## src/rtl/aif_pkg.sv

```systemverilog
package aif_pkg;
   localparam int          ID_W        = 10;
   localparam logic [9:0]  SPURIOUS_ID = 10'd1023;
   localparam int          PRIO_W      = 8;

   typedef enum logic [1:0] {
      SLOT_CTRL  = 2'd0,
      SLOT_THRES = 2'd1,
      SLOT_CLAIM = 2'd2,
      SLOT_DONE  = 2'd3
   } slot_e;
endpackage

```

## src/rtl/aif_arbiter.sv

```systemverilog
module aif_arbiter #(
   parameter int NUM_IRQ   = 16,
   parameter int PRIO_BITS = 8,
   parameter int IDX_W     = 4
) (
   input  logic [NUM_IRQ-1:0]          cand,
   input  logic [NUM_IRQ*8-1:0]        prio_flat,
   output logic                        found,
   output logic [IDX_W-1:0]            win_idx,
   output logic [7:0]                  win_prio
);
   localparam int DROP = 8 - PRIO_BITS;

   logic [7:0] eff_prio [NUM_IRQ];

   genvar gi;
   generate
      for (gi = 0; gi < NUM_IRQ; gi++) begin : g_line
         if (DROP == 0) begin : g_full
            assign eff_prio[gi] = prio_flat[gi*8 +: 8];
         end else begin : g_trunc
            assign eff_prio[gi] = {prio_flat[gi*8+DROP +: PRIO_BITS], {DROP{1'b0}}};
         end
      end
   endgenerate

   always_comb begin
      found    = 1'b0;
      win_idx  = '0;
      win_prio = 8'hFF;
      for (int i = 0; i < NUM_IRQ; i++) begin
         if (cand[i] && (!found || (eff_prio[i] < win_prio))) begin
            found    = 1'b1;
            win_idx  = IDX_W'(i);
            win_prio = eff_prio[i];
         end
      end
   end
endmodule

```

## src/rtl/aif_state.sv

```systemverilog
module aif_state #(
   parameter int NUM_IRQ = 16,
   parameter int IDX_W   = 4
) (
   input  logic               clk,
   input  logic               rst_n,
   input  logic [NUM_IRQ-1:0] set_pend,
   input  logic               take,
   input  logic [IDX_W-1:0]   take_idx,
   input  logic               done,
   input  logic [IDX_W-1:0]   done_idx,
   output logic [NUM_IRQ-1:0] pend_q,
   output logic [NUM_IRQ-1:0] act_q
);
   genvar gi;
   generate
      for (gi = 0; gi < NUM_IRQ; gi++) begin : g_bit
         logic hit_take;
         logic hit_done;
         assign hit_take = take && (take_idx == IDX_W'(gi));
         assign hit_done = done && (done_idx == IDX_W'(gi));

         always_ff @(posedge clk or negedge rst_n) begin
            if (!rst_n) begin
               pend_q[gi] <= 1'b0;
               act_q[gi]  <= 1'b0;
            end else begin
               if (set_pend[gi])      pend_q[gi] <= 1'b1;
               else if (hit_take)     pend_q[gi] <= 1'b0;
               if (hit_take)          act_q[gi]  <= 1'b1;
               else if (hit_done)     act_q[gi]  <= 1'b0;
            end
         end
      end
   endgenerate
endmodule

```

## src/rtl/aif_regs.sv

```systemverilog
module aif_regs
   import aif_pkg::*;
#(
   parameter int NUM_IRQ = 16,
   parameter int IDX_W   = 4
) (
   input  logic             clk,
   input  logic             rst_n,
   input  logic             bus_rd,
   input  logic             bus_wr,
   input  logic [1:0]       bus_addr,
   input  logic [31:0]      bus_wdata,
   input  logic [ID_W-1:0]  claim_id,
   output logic [31:0]      bus_rdata,
   output logic             ctrl_en,
   output logic [7:0]       thres,
   output logic             claim_rd,
   output logic             done,
   output logic [IDX_W-1:0] done_idx
);
   slot_e slot;
   assign slot = slot_e'(bus_addr);

   always_ff @(posedge clk or negedge rst_n) begin
      if (!rst_n) begin
         ctrl_en <= 1'b0;
         thres   <= 8'h00;
      end else if (bus_wr) begin
         if (slot == SLOT_CTRL)  ctrl_en <= bus_wdata[0];
         if (slot == SLOT_THRES) thres   <= bus_wdata[7:0];
      end
   end

   assign claim_rd = bus_rd && !bus_wr && (slot == SLOT_CLAIM);
   assign done     = bus_wr && (slot == SLOT_DONE) &&
                     (bus_wdata[ID_W-1:0] < ID_W'(NUM_IRQ));
   assign done_idx = bus_wdata[IDX_W-1:0];

   always_comb begin
      bus_rdata = '0;
      if (bus_rd) begin
         unique case (slot)
            SLOT_CTRL:  bus_rdata[0]      = ctrl_en;
            SLOT_THRES: bus_rdata[7:0]    = thres;
            SLOT_CLAIM: bus_rdata[ID_W-1:0] = claim_id;
            SLOT_DONE:  bus_rdata         = '0;
         endcase
      end
   end
endmodule

```

## src/rtl/aif_cpu_if.sv

```systemverilog
module aif_cpu_if
   import aif_pkg::*;
#(
   parameter int NUM_IRQ   = 16,
   parameter int PRIO_BITS = 8
) (
   input  logic                 clk,
   input  logic                 rst_n,
   input  logic [NUM_IRQ-1:0]   set_pend,
   input  logic [NUM_IRQ-1:0]   line_elig,
   input  logic [NUM_IRQ*8-1:0] line_prio,
   input  logic                 bus_rd,
   input  logic                 bus_wr,
   input  logic [1:0]           bus_addr,
   input  logic [31:0]          bus_wdata,
   output logic [31:0]          bus_rdata,
   output logic                 irq_req
);
   localparam int IDX_W = (NUM_IRQ > 1) ? $clog2(NUM_IRQ) : 1;

   initial begin
      assert (NUM_IRQ >= 1 && NUM_IRQ <= 1020)
         else $error("aif_cpu_if: NUM_IRQ out of range");
      assert (PRIO_BITS >= 1 && PRIO_BITS <= PRIO_W)
         else $error("aif_cpu_if: PRIO_BITS out of range");
   end

   logic [NUM_IRQ-1:0] pend_q, act_q, cand;
   logic               found;
   logic [IDX_W-1:0]   win_idx;
   logic [7:0]         win_prio;
   logic               ctrl_en;
   logic [7:0]         thres;
   logic               claim_rd, take, done;
   logic [IDX_W-1:0]   done_idx;
   logic [ID_W-1:0]    claim_id;

   assign cand = pend_q & line_elig & ~act_q;

   aif_arbiter #(.NUM_IRQ(NUM_IRQ), .PRIO_BITS(PRIO_BITS), .IDX_W(IDX_W)) u_arb (
      .cand(cand), .prio_flat(line_prio),
      .found(found), .win_idx(win_idx), .win_prio(win_prio)
   );

   assign irq_req  = ctrl_en && found && (win_prio < thres);
   assign claim_id = irq_req ? ID_W'(win_idx) : SPURIOUS_ID;
   assign take     = claim_rd && irq_req;

   aif_regs #(.NUM_IRQ(NUM_IRQ), .IDX_W(IDX_W)) u_regs (
      .clk(clk), .rst_n(rst_n),
      .bus_rd(bus_rd), .bus_wr(bus_wr), .bus_addr(bus_addr), .bus_wdata(bus_wdata),
      .claim_id(claim_id), .bus_rdata(bus_rdata),
      .ctrl_en(ctrl_en), .thres(thres),
      .claim_rd(claim_rd), .done(done), .done_idx(done_idx)
   );

   aif_state #(.NUM_IRQ(NUM_IRQ), .IDX_W(IDX_W)) u_state (
      .clk(clk), .rst_n(rst_n), .set_pend(set_pend),
      .take(take), .take_idx(win_idx),
      .done(done), .done_idx(done_idx),
      .pend_q(pend_q), .act_q(act_q)
   );
endmodule

```

## config.mk

```make
export PLATFORM = sky130hd
export DESIGN_NAME = aif_cpu_if
export DESIGN_NICKNAME = d
export VERILOG_FILES = /design/src/rtl/aif_pkg.sv /design/src/rtl/aif_arbiter.sv /design/src/rtl/aif_state.sv /design/src/rtl/aif_regs.sv /design/src/rtl/aif_cpu_if.sv
export SDC_FILE = /design/constraint.sdc
export NUM_CORES = 1
export LEC_CHECK = 0
export BUFFER_PORTS_ARGS = -buffer_cell sky130_fd_sc_hd__buf_2
export CORE_MARGIN = 2
export CORE_UTILIZATION = 40
export CTS_CLUSTER_DIAMETER = 30
export DETAILED_ROUTE_END_ITERATION = 10
export PLACE_DENSITY_LB_ADDON = 0.25
export SLEW_MARGIN = 40
export SYNTH_ARGS = -nofsm -noshare
export SYNTH_HDL_FRONTEND = slang
export SYNTH_SLANG_ARGS = --single-unit
```

## constraint.sdc

```tcl
create_clock -name clk -period 51.9 [get_ports clk]
set_input_delay 5.19 -clock clk [delete_from_list [all_inputs] [get_ports clk]]
set_output_delay 5.19 -clock clk [all_outputs]
set_load 0.01 [all_outputs]
```

==> flow_metrics.py, run 1 <==
metrics = {
    "yosys": {
        "postSynthCellCount": 1078,
        "async_reset_ff_frac": 1.00,
        "synth.area.top_cells": "ha_1 14%, dfrtp_1 13%, mux2_2 5.4%",
        "synth-edff-count": 0,
        "yosys_register_bits": 41,
        "synth_warnings": 0,
        "synth-main-ff-cell": "dfrtp_1",
        "yosysSeqAreaShare": 0.127,
        "synth_area_mm2": 0.00807,
        "netlist.area_leader.share": 0.144,
        "avgSynthCellArea_um2": 7.49,
        "netlist-cell-type-count": 94,
        "yosysTopAreaCell": "ha_1",
    },
    "timing": {
        "fin_crit_sh": 0.882,
        "worst_pin_slew_ns": 0.797,
        "setup_viol": 0,
        "fin_setup_tns_ns": 0,
        "drv_slew": 0,
        "layout_min_cycle_time_ns": 45.77,
        "max_freq_mhz": 21.8,
        "hold_violations": 0,
        "fin_skew_ns": 0.00721,
        "slew_headroom": 0.467,
        "rsz0062_at_grt": "no",
        "holdWs_ns": 0.475,
    },
    "clock_tree": {
        "htreeDepth": 2,
        "path_clk_slew_ns": 0.06,
        "cts-root-buf": "clkbuf_16",
        "clock_sinks": 41,
        "post_cts.repair.setup_buffers": 0,
        "cts_tree": "built",
        "insertion_delay_ns": 0.28,
        "holdBufCountCts": 0,
        "numCtsBuffers": 5,
        "clockBufferDepth": 2,
        "cts-resized-gates": 0,
    },
    "detailed_routing": {
        "wl_per_cell_um": 15.8,
        "drc": 0,
        "first_iter_violations": 456,
        "vias_per_cell": 5.58,
        "routed_wl_um": 23900,
        "drtPass1Iterations": 5,
        "vias": 8454,
        "ant_nets": 0,
    },
    "critical_path": {
        "startpoint_type": "input port",
        "r2r.worst_path.cells": 160,
        "max_stage_delay_ns": 0.64,
        "cp_max_fo": 20,
        "cp.arrival_ns": 40.58,
        "end_kind": "output pin",
        "cp_common_cell": "a21oi_1",
        "cpMaxStageDelayCell": "nor2_1",
        "crit_type": "in2out",
        "crit_required_ns": 46.71,
    },
    "pwr": {
        "power.leakage_nw": 4.63,
        "pwr-share-seq": 0.054,
        "power_frac_comb": 0.899,
        "ir_worst_vdd_uv": 59.3,
        "intPower_mw": 0.330,
        "pwr-share-clk": 0.047,
        "powerDensity_mw_per_mm2": 79.3,
        "power.switching_mw": 0.410,
        "switching_share": 0.554,
    },
    "cells_and_area": {
        "final_common_cell": "buf_2",
        "final_nets": 1540,
        "design_area_mm2": 0.00933,
        "final_cell_mix": "185 x buf_2, 108 x inv_1, 93 x ha_1, 89 x nand2_1, 88 x nor2_1",
        "nFillCells": 2027,
        "regArea_mm2": 0.00103,
        "drive_gt1_frac": 0.227,
        "multiInputGateArea_mm2": 0.00646,
        "area_growth_pct": 15.6,
        "final_core_util": 0.475,
    },
    "placement": {
        "portBuffers": 186,
        "dpl.hpwl_um": 20500,
        "placed_area_mm2": 0.00916,
        "gp_congestion": 0.908,
    },
    "global_routing": {
        "grt_pass1_wl_um": 39300,
        "grt_max_degree": 42,
        "antenna_found_initial": 3,
        "grt_pass1_vias": 8081,
        "grt_overflow": 0,
        "gr-usage-all-layers": 0.218,
    },
    "floorplanning": {
        "core_mm2": 0.0197,
        "die_width_um": 146,
        "ios": 231,
        "die_h_um": 146,
        "fp-row-count": 51,
        "dieArea_mm2": 0.0213,
        "initial_core_util": 0.411,
    },
    "worst_hold_path": {
        "min_path_type": "reg2reg",
        "hold_depth": 1,
    },
    "status": {
        "status": "finished clean",
    },
    "flow_run": {
        "drv_cap": 0,
    },
}
## registers in the layout, indices dropped and copies added (netlist names)
| signal | cells |
|---|---|
| u_regs.ctrl_en | 1 |
| u_regs.thres | 8 |
| u_state.act_q | 16 |
| u_state.pend_q | 16 |
## critical path: cells and delay by family
kind            cells  cell delay (ns)
compound gates     66            15.04
simple gates       56            11.64
fa+ha+maj          16             4.34
mux                 8             2.67
buf+inv            17             1.64
## final cells by class
class | count | area share
clock inverter | 2 | 0.00375
sequential | 41 | 0.110
inverter | 108 | 0.0434
clock buffer | 5 | 0.0134
antenna | 1 | 0.000268
timing repair buffer | 187 | 0.101
tap | 265 | 0.0355
multi-input combinational | 906 | 0.693
## synthesized netlist by cell type, types with 11 or more instances
master,n
o32a_1,11
nand4_1,17
nand2_1,89
nor3_1,17
o31ai_1,14
inv_1,108
a21oi_1,77
nand3_1,20
a21o_1,38
mux2_2,39
nand2b_1,20
dfrtp_1,41
o21ai_0,68
mux2i_1,28
a211oi_1,12
or2_2,12
or3_1,14
buf_4,23
nor2_1,90
and3_1,13
nor2b_1,25
clkbuf_1,13
nand3b_1,13
ha_1,93
## power groups by stage
stage	Clock [mW]	Combinational (mW)	Sequential [mW]
after floorplan	0	0.517	0.0393
after global placement	0	0.649	0.0407
after detailed placement	0	0.663	0.0408
after CTS	0.0351	0.667	0.0404
after global routing	0.0367	0.759	0.0409
final	0.0345	0.665	0.0403
## stage by stage
| step | power (mW) | instances | worst slack (ns) |
|---|---|---|---|
| finish | 0.740 | 1515 | 6.13 |
| global route | 0.837 | 1514 | 2.57 |
| CTS | 0.742 | 1514 | 5.70 |
| detailed placement | 0.704 | 1507 | 5.84 |
| global placement | 0.690 | 1507 | 5.77 |
| floorplan | 0.556 | 1099 | 10.84 |
## metal layers
metal | track usage | routed length (um)
met5 | 0 | 32
met4 | 0.0350 | 325
met3 | 0.0291 | 1340
met2 | 0.380 | 11100
met1 | 0.294 | 11200
## logic make-up (layout without fill, tap and decap cells)
family	count (synthesis)	after routing	synth area share
other	1	23	0.000465
buffers and inverters	152	302	0.0837
flip-flops	41	41	0.127
AND/OR/NAND/NOR	376	376	0.245
AO/OA/AOI/OAI	334	334	0.291
XOR/XNOR	3	3	0.00326
multiplexers	70	70	0.0952
adder cells (fa/ha/maj)	101	101	0.154
## final timing paths
| check | to | slack (ns) | from |
|---|---|---|---|
| worst max register to register | u_state.pend_q[6]$_DFFE_PN0P_ | 15.66 | u_state.act_q[0]$_DFFE_PN0P_ |
| worst min-delay path | u_state.pend_q[4]$_DFFE_PN0P_ | 0.47 | u_state.pend_q[4]$_DFFE_PN0P_ |
| max in group asynchronous | u_state.pend_q[9]$_DFFE_PN0P_ | 46.65 | rst_n |
| worst max-delay path | bus_rdata[1] | 6.13 | line_elig[0] |
| min in group asynchronous | u_state.act_q[11]$_DFFE_PN0P_ | 4.89 | rst_n |
| worst min register to register | u_state.pend_q[4]$_DFFE_PN0P_ | 0.47 | u_state.pend_q[4]$_DFFE_PN0P_ |
(Power assumes the default switching activity.)
==> run 2, diff against run 1 <==
--- a/config.mk
+++ b/config.mk
@@ -5,12 +5,13 @@
 export SDC_FILE = /design/constraint.sdc
 export NUM_CORES = 1
 export LEC_CHECK = 0
+export ABC_AREA = 0
 export BUFFER_PORTS_ARGS = -buffer_cell sky130_fd_sc_hd__buf_2
 export CORE_MARGIN = 2
 export CORE_UTILIZATION = 40
 export CTS_CLUSTER_DIAMETER = 30
 export DETAILED_ROUTE_END_ITERATION = 10
-export PLACE_DENSITY_LB_ADDON = 0.25
+export PLACE_DENSITY_LB_ADDON = 0.08
 export SLEW_MARGIN = 40
 export SYNTH_ARGS = -nofsm -noshare
 export SYNTH_HDL_FRONTEND = slang
==> run 2 against run 1 <==
Net effect:
- sequential share of layout area barely moved
- total power grew 0.29%
- via count is 0.28% lower
- critical endpoint unchanged
- first-iteration DRC count is 13% lower
- critical path type unchanged
- count of clock-buffer cells in the layout unchanged
- maximum frequency rose by 0.81%
- sequential cell count stayed put
- combinational power about the same
- core utilization increased by 0.10 points
==> flow_metrics.py, run 2 (synthesized netlist as in run 1, its figures left out) <==
metrics = {
    "timing": {
        "hold_violations": 0,
        "setup_viol": 0,
        "max_freq_mhz": 22.0,
        "slew_headroom": 0.480,
        "layout_min_cycle_time_ns": 45.40,
        "drv_slew": 0,
        "fin_crit_sh": 0.875,
        "setup_slack_ns": 6.50,
        "fin_skew_ns": 0.00509,
        "rsz0062_at_grt": "no",
        "fin_setup_tns_ns": 0,
        "worst_pin_slew_ns": 0.778,
    },
    "cells_and_area": {
        "top_regs": "u_state.act_q: 16 flops, u_state.pend_q: 16 flops, u_regs.thres: 8 flops",
        "area_growth_pct": 15.9,
        "drive_gt1_frac": 0.228,
        "final_common_cell": "buf_2",
        "final_cell_mix": "185 x buf_2, 108 x inv_1, 93 x ha_1, 89 x nand2_1, 87 x nor2_1",
        "final_nets": 1541,
        "final_core_util": 0.476,
    },
    "global_routing": {
        "grt_overflow": 0,
        "grt_pass1_wl_um": 40200,
        "antenna_found_initial": 7,
        "grt_max_degree": 42,
        "gr-usage-all-layers": 0.225,
        "grt_pass1_vias": 8094,
    },
    "placement": {
        "portBuffers": 186,
        "dpl.hpwl_um": 20900,
        "dp_slack_ns": 6.22,
        "gp_congestion": 0.905,
    },
    "detailed_routing": {
        "first_iter_violations": 397,
        "routed_wl_um": 24500,
        "vias": 8430,
        "drtPass1Iterations": 5,
        "wl_per_cell_um": 16.1,
        "drc": 0,
        "vias_per_cell": 5.55,
        "ant_nets": 0,
    },
    "status": {
        "status": "finished clean",
    },
    "floorplanning": {
        "initial_core_util": 0.411,
        "die_width_um": 146,
        "fp-row-count": 51,
        "die_h_um": 146,
        "ios": 231,
        "dieArea_mm2": 0.0213,
        "core_mm2": 0.0197,
    },
    "pwr": {
        "intPower_mw": 0.332,
        "ir_worst_vdd_uv": 66.8,
        "power_frac_comb": 0.899,
        "power.switching_mw": 0.410,
        "power.leakage_nw": 4.64,
        "powerDensity_mw_per_mm2": 79.4,
        "pwr-share-clk": 0.047,
        "pwr-share-seq": 0.054,
        "switching_share": 0.552,
    },
    "critical_path": {
        "end_kind": "output pin",
        "cp_common_cell": "ha_1",
        "startpoint_type": "input port",
        "r2r.worst_path.cells": 157,
        "cpMaxStageDelayCell": "and2_1",
        "crit_type": "in2out",
        "cp.arrival_ns": 40.21,
        "cp_max_fo": 20,
        "max_stage_delay_ns": 0.59,
        "crit_required_ns": 46.71,
    },
    "clock_tree": {
        "htreeDepth": 2,
        "holdBufCountCts": 0,
        "numCtsBuffers": 5,
        "clock_sinks": 41,
        "path_clk_slew_ns": 0.06,
        "clockBufferDepth": 2,
        "post_cts.repair.setup_buffers": 0,
        "insertion_delay_ns": 0.28,
        "cts-root-buf": "clkbuf_16",
        "cts_tree": "built",
        "cts-resized-gates": 0,
    },
    "worst_hold_path": {
        "min_path_type": "reg2reg",
        "hold_depth": 1,
    },
    "flow_run": {
        "drv_cap": 0,
    },
}
run 2: changes by cell type in the layout (fill, tap and decap cells not counted):
cell | before | now
buf_4 | 2 | 3
diode_2 | 1 | 5
nor2_1 | 88 | 87
nor2_2 | 2 | 3
run 2: power groups by stage:
| stage | Sequential, mW | Clock, mW | Combinational [mW] |
|---|---|---|---|
| finish | 0.0400 | 0.0347 | 0.668 |
| global route | 0.0408 | 0.0366 | 0.765 |
| CTS | 0.0401 | 0.0354 | 0.671 |
| detailed placement | 0.0406 | 0 | 0.667 |
| global placement | 0.0405 | 0 | 0.658 |
| floorplan | 0.0393 | 0 | 0.517 |
run 2: critical path, delay by kind of cell:
family	cells	cell delay, ns
buf+inv	15	1.28
simple gates	58	12.34
fa+ha+maj	16	4.31
mux	9	3.06
compound gates	61	13.95
run 2: final timing paths:
path / to / from / slack, ns
min in group asynchronous: u_state.pend_q[12]$_DFFE_PN0P_ / rst_n / 4.90
worst max-delay path: bus_rdata[1] / line_elig[0] / 6.50
worst min register to register: u_state.pend_q[4]$_DFFE_PN0P_ / u_state.pend_q[4]$_DFFE_PN0P_ / 0.48
worst min-delay path: u_state.pend_q[4]$_DFFE_PN0P_ / u_state.pend_q[4]$_DFFE_PN0P_ / 0.48
max in group asynchronous: u_regs.thres[0]$_DFFE_PN0P_ / rst_n / 46.60
worst max register to register: u_state.pend_q[10]$_DFFE_PN0P_ / u_state.act_q[0]$_DFFE_PN0P_ / 16.02
run 2: area by class of cell:
class / count / area [um^2]
fillers: 2087 / 10300
multi-input cells: 906 / 6470
flip-flops and latches: 41 / 1030
repair buffers: 188 / 948
inverters: 108 / 405
well taps: 265 / 332
clock buffers: 5 / 125
clock inverters: 2 / 35.0
diodes: 5 / 12.5
run 2: per-stage QoR:
step | std cells | hold WS [ns] | area (um^2) | power (mW)
finish | 1520 | 0.476 | 9350 | 0.742
global route | 1518 | 0.492 | 9350 | 0.843
CTS | 1515 | 0.480 | 9330 | 0.747
detailed placement | 1508 | 0.466 | 9170 | 0.707
global placement | 1508 | 0.459 | 9160 | 0.699
floorplan | 1099 | 0.449 | 8150 | 0.556
run 2: metal layers:
| layer | vias up | wire length, um | track usage |
|---|---|---|---|
| li1 | 4293 | - | - |
| met1 | 3898 | 11300 | 0.307 |
| met5 | - | 45 | 0 |
| met2 | 213 | 11600 | 0.392 |
| met4 | 6 | 188 | 0.0238 |
| met3 | 20 | 1310 | 0.0291 |
==> run 3, diff against run 2 <==
--- a/config.mk
+++ b/config.mk
@@ -8,7 +8,7 @@
 export ABC_AREA = 0
 export BUFFER_PORTS_ARGS = -buffer_cell sky130_fd_sc_hd__buf_2
 export CORE_MARGIN = 2
-export CORE_UTILIZATION = 40
+export CORE_UTILIZATION = 50
 export CTS_CLUSTER_DIAMETER = 30
 export DETAILED_ROUTE_END_ITERATION = 10
 export PLACE_DENSITY_LB_ADDON = 0.08
==> run 3 against run 2 <==
Net effect:
- non-clock buffer count stayed put
- sequential share of layout area grew 0.087 points
- final area is 0.79% lower
- maximum frequency down 0.22%
- sequential power hardly changed
- setup slack got worse by 0.10 ns
- clock power up 2%
- wire length down 5.1%
- core utilization increased by 11 points
- count of clock-buffer cells in the layout unchanged
- largest cell class unchanged
==> flow_metrics.py, run 3 (synthesized netlist as in run 1, its figures left out) <==
metrics = {
    "timing": {
        "slew_headroom": 0.502,
        "fin_skew_ns": 0.00498,
        "rsz0062_at_grt": "no",
        "fin_setup_tns_ns": 0,
        "drv_slew": 0,
        "worst_pin_slew_ns": 0.747,
        "setup_viol": 0,
        "hold_violations": 0,
        "layout_min_cycle_time_ns": 45.50,
        "fin_crit_sh": 0.877,
        "setup_slack_ns": 6.40,
        "max_freq_mhz": 22.0,
    },
    "clock_tree": {
        "cts-root-buf": "clkbuf_16",
        "cts-resized-gates": 0,
        "cts_tree": "built",
        "holdBufCountCts": 0,
        "insertion_delay_ns": 0.29,
        "htreeDepth": 2,
        "numCtsBuffers": 5,
        "path_clk_slew_ns": 0.06,
        "post_cts.repair.setup_buffers": 0,
        "clockBufferDepth": 2,
        "clock_sinks": 41,
    },
    "placement": {
        "portBuffers": 186,
        "gp_congestion": 0.896,
        "dp_slack_ns": 6.09,
        "dpl.hpwl_um": 19800,
    },
    "floorplanning": {
        "fp-row-count": 46,
        "dieArea_mm2": 0.0172,
        "ios": 231,
        "die_width_um": 131,
        "core_mm2": 0.0158,
        "die_h_um": 131,
        "initial_core_util": 0.510,
    },
    "worst_hold_path": {
        "min_path_type": "reg2reg",
    },
    "detailed_routing": {
        "drc": 0,
        "drtPass1Iterations": 5,
        "wl_per_cell_um": 15.9,
        "vias_per_cell": 5.71,
        "ant_nets": 0,
        "routed_wl_um": 23300,
        "first_iter_violations": 512,
        "vias": 8372,
    },
    "cells_and_area": {
        "final_cell_mix": "185 x buf_2, 108 x inv_1, 93 x ha_1, 89 x nand2_1, 87 x nor2_1",
        "final_common_cell": "buf_2",
        "top_regs": "u_state.act_q: 16 flops, u_state.pend_q: 16 flops, u_regs.thres: 8 flops",
        "final_nets": 1541,
        "area_growth_pct": 15.0,
        "drive_gt1_frac": 0.228,
        "diodes": 0,
    },
    "critical_path": {
        "max_stage_delay_ns": 0.62,
        "cpMaxStageDelayCell": "a221oi_1",
        "crit_required_ns": 46.71,
        "cp_max_fo": 20,
        "end_kind": "output pin",
        "cp_common_cell": "a21oi_1",
        "cp.arrival_ns": 40.31,
        "startpoint_type": "input port",
        "r2r_slack_ns": 15.81,
        "crit_type": "in2out",
    },
    "pwr": {
        "power.leakage_nw": 4.64,
        "powerDensity_mw_per_mm2": 79.4,
        "ir_worst_vdd_uv": 66.9,
    },
    "flow_run": {
        "drv_cap": 0,
    },
    "global_routing": {
        "antenna_found_initial": 0,
        "gr-usage-all-layers": 0.269,
        "grt_max_degree": 42,
        "grt_pass1_wl_um": 37500,
        "grt_pass1_vias": 7881,
        "grt_overflow": 0,
    },
    "status": {
        "status": "finished clean",
    },
}
-- run 3: cell types whose count changed in the layout (fill, tap and decap cells not counted), sizes merged --
cell	previous run	this run
diode	5	0
-- run 3: area by class of cell --
cell class	count	area, um^2
fill	1582	6550
multi-input combinational	906	6470
sequential	41	1030
timing repair buffer	188	948
inverter	108	405
tap	216	270
clock buffer	5	125
clock inverter	2	35.0
-- run 3: routing by layer --
layer / track usage / vias up / part of all wire
li1: - / 4291 / -
met1: 0.365 / 3819 / 0.47
met2: 0.461 / 234 / 0.46
met3: 0.0314 / 28 / 0.054
met4: 0.0588 / 0 / 0.019
met5: 0 / - / 0
-- run 3: path summary, 6_finish.rpt --
check	endpoint	depth (start not counted)	startpoint
min	u_state.pend_q[12]$_DFFE_PN0P_	1	u_state.pend_q[12]$_DFFE_PN0P_
max in group asynchronous	u_state.act_q[8]$_DFFE_PN0P_	1	rst_n
max	bus_rdata[7]	165	line_elig[0]
min in group asynchronous	u_regs.thres[5]$_DFFE_PN0P_	1	rst_n
min reg2reg	u_state.pend_q[12]$_DFFE_PN0P_	1	u_state.pend_q[12]$_DFFE_PN0P_
max reg2reg	u_state.pend_q[1]$_DFFE_PN0P_	163	u_state.act_q[0]$_DFFE_PN0P_
-- run 3: worst max-delay path: cells and delay by family --
| kind | cells | cell delay [ns] |
|---|---|---|
| buf+inv | 17 | 1.59 |
| compound gates | 69 | 15.54 |
| simple gates | 55 | 10.94 |
| fa+ha+maj | 16 | 4.32 |
| mux | 8 | 2.65 |
-- run 3: metrics by stage --
step           utilization  cell area (um^2)  std cells  power [mW]  hold slack (ns)
4_1_cts              0.586              9270       1466       0.737            0.484
2_1_floorplan            -              8150       1099       0.556            0.449
3_5_place_dp         0.575              9110       1459       0.697            0.469
3_3_place_gp         0.575              9090       1459       0.686            0.459
5_1_grt              0.586              9280       1466       0.833            0.494
6_report             0.586              9280       1466       0.737            0.485
-- run 3: where the power goes --
group	switching, mW	leakage [nW]	internal [mW]
Combinational	0.389	4.09	0.272
Clock	0.0131	0.0797	0.0224
Sequential	0.00300	0.467	0.0370
Total	0.405	4.64	0.332
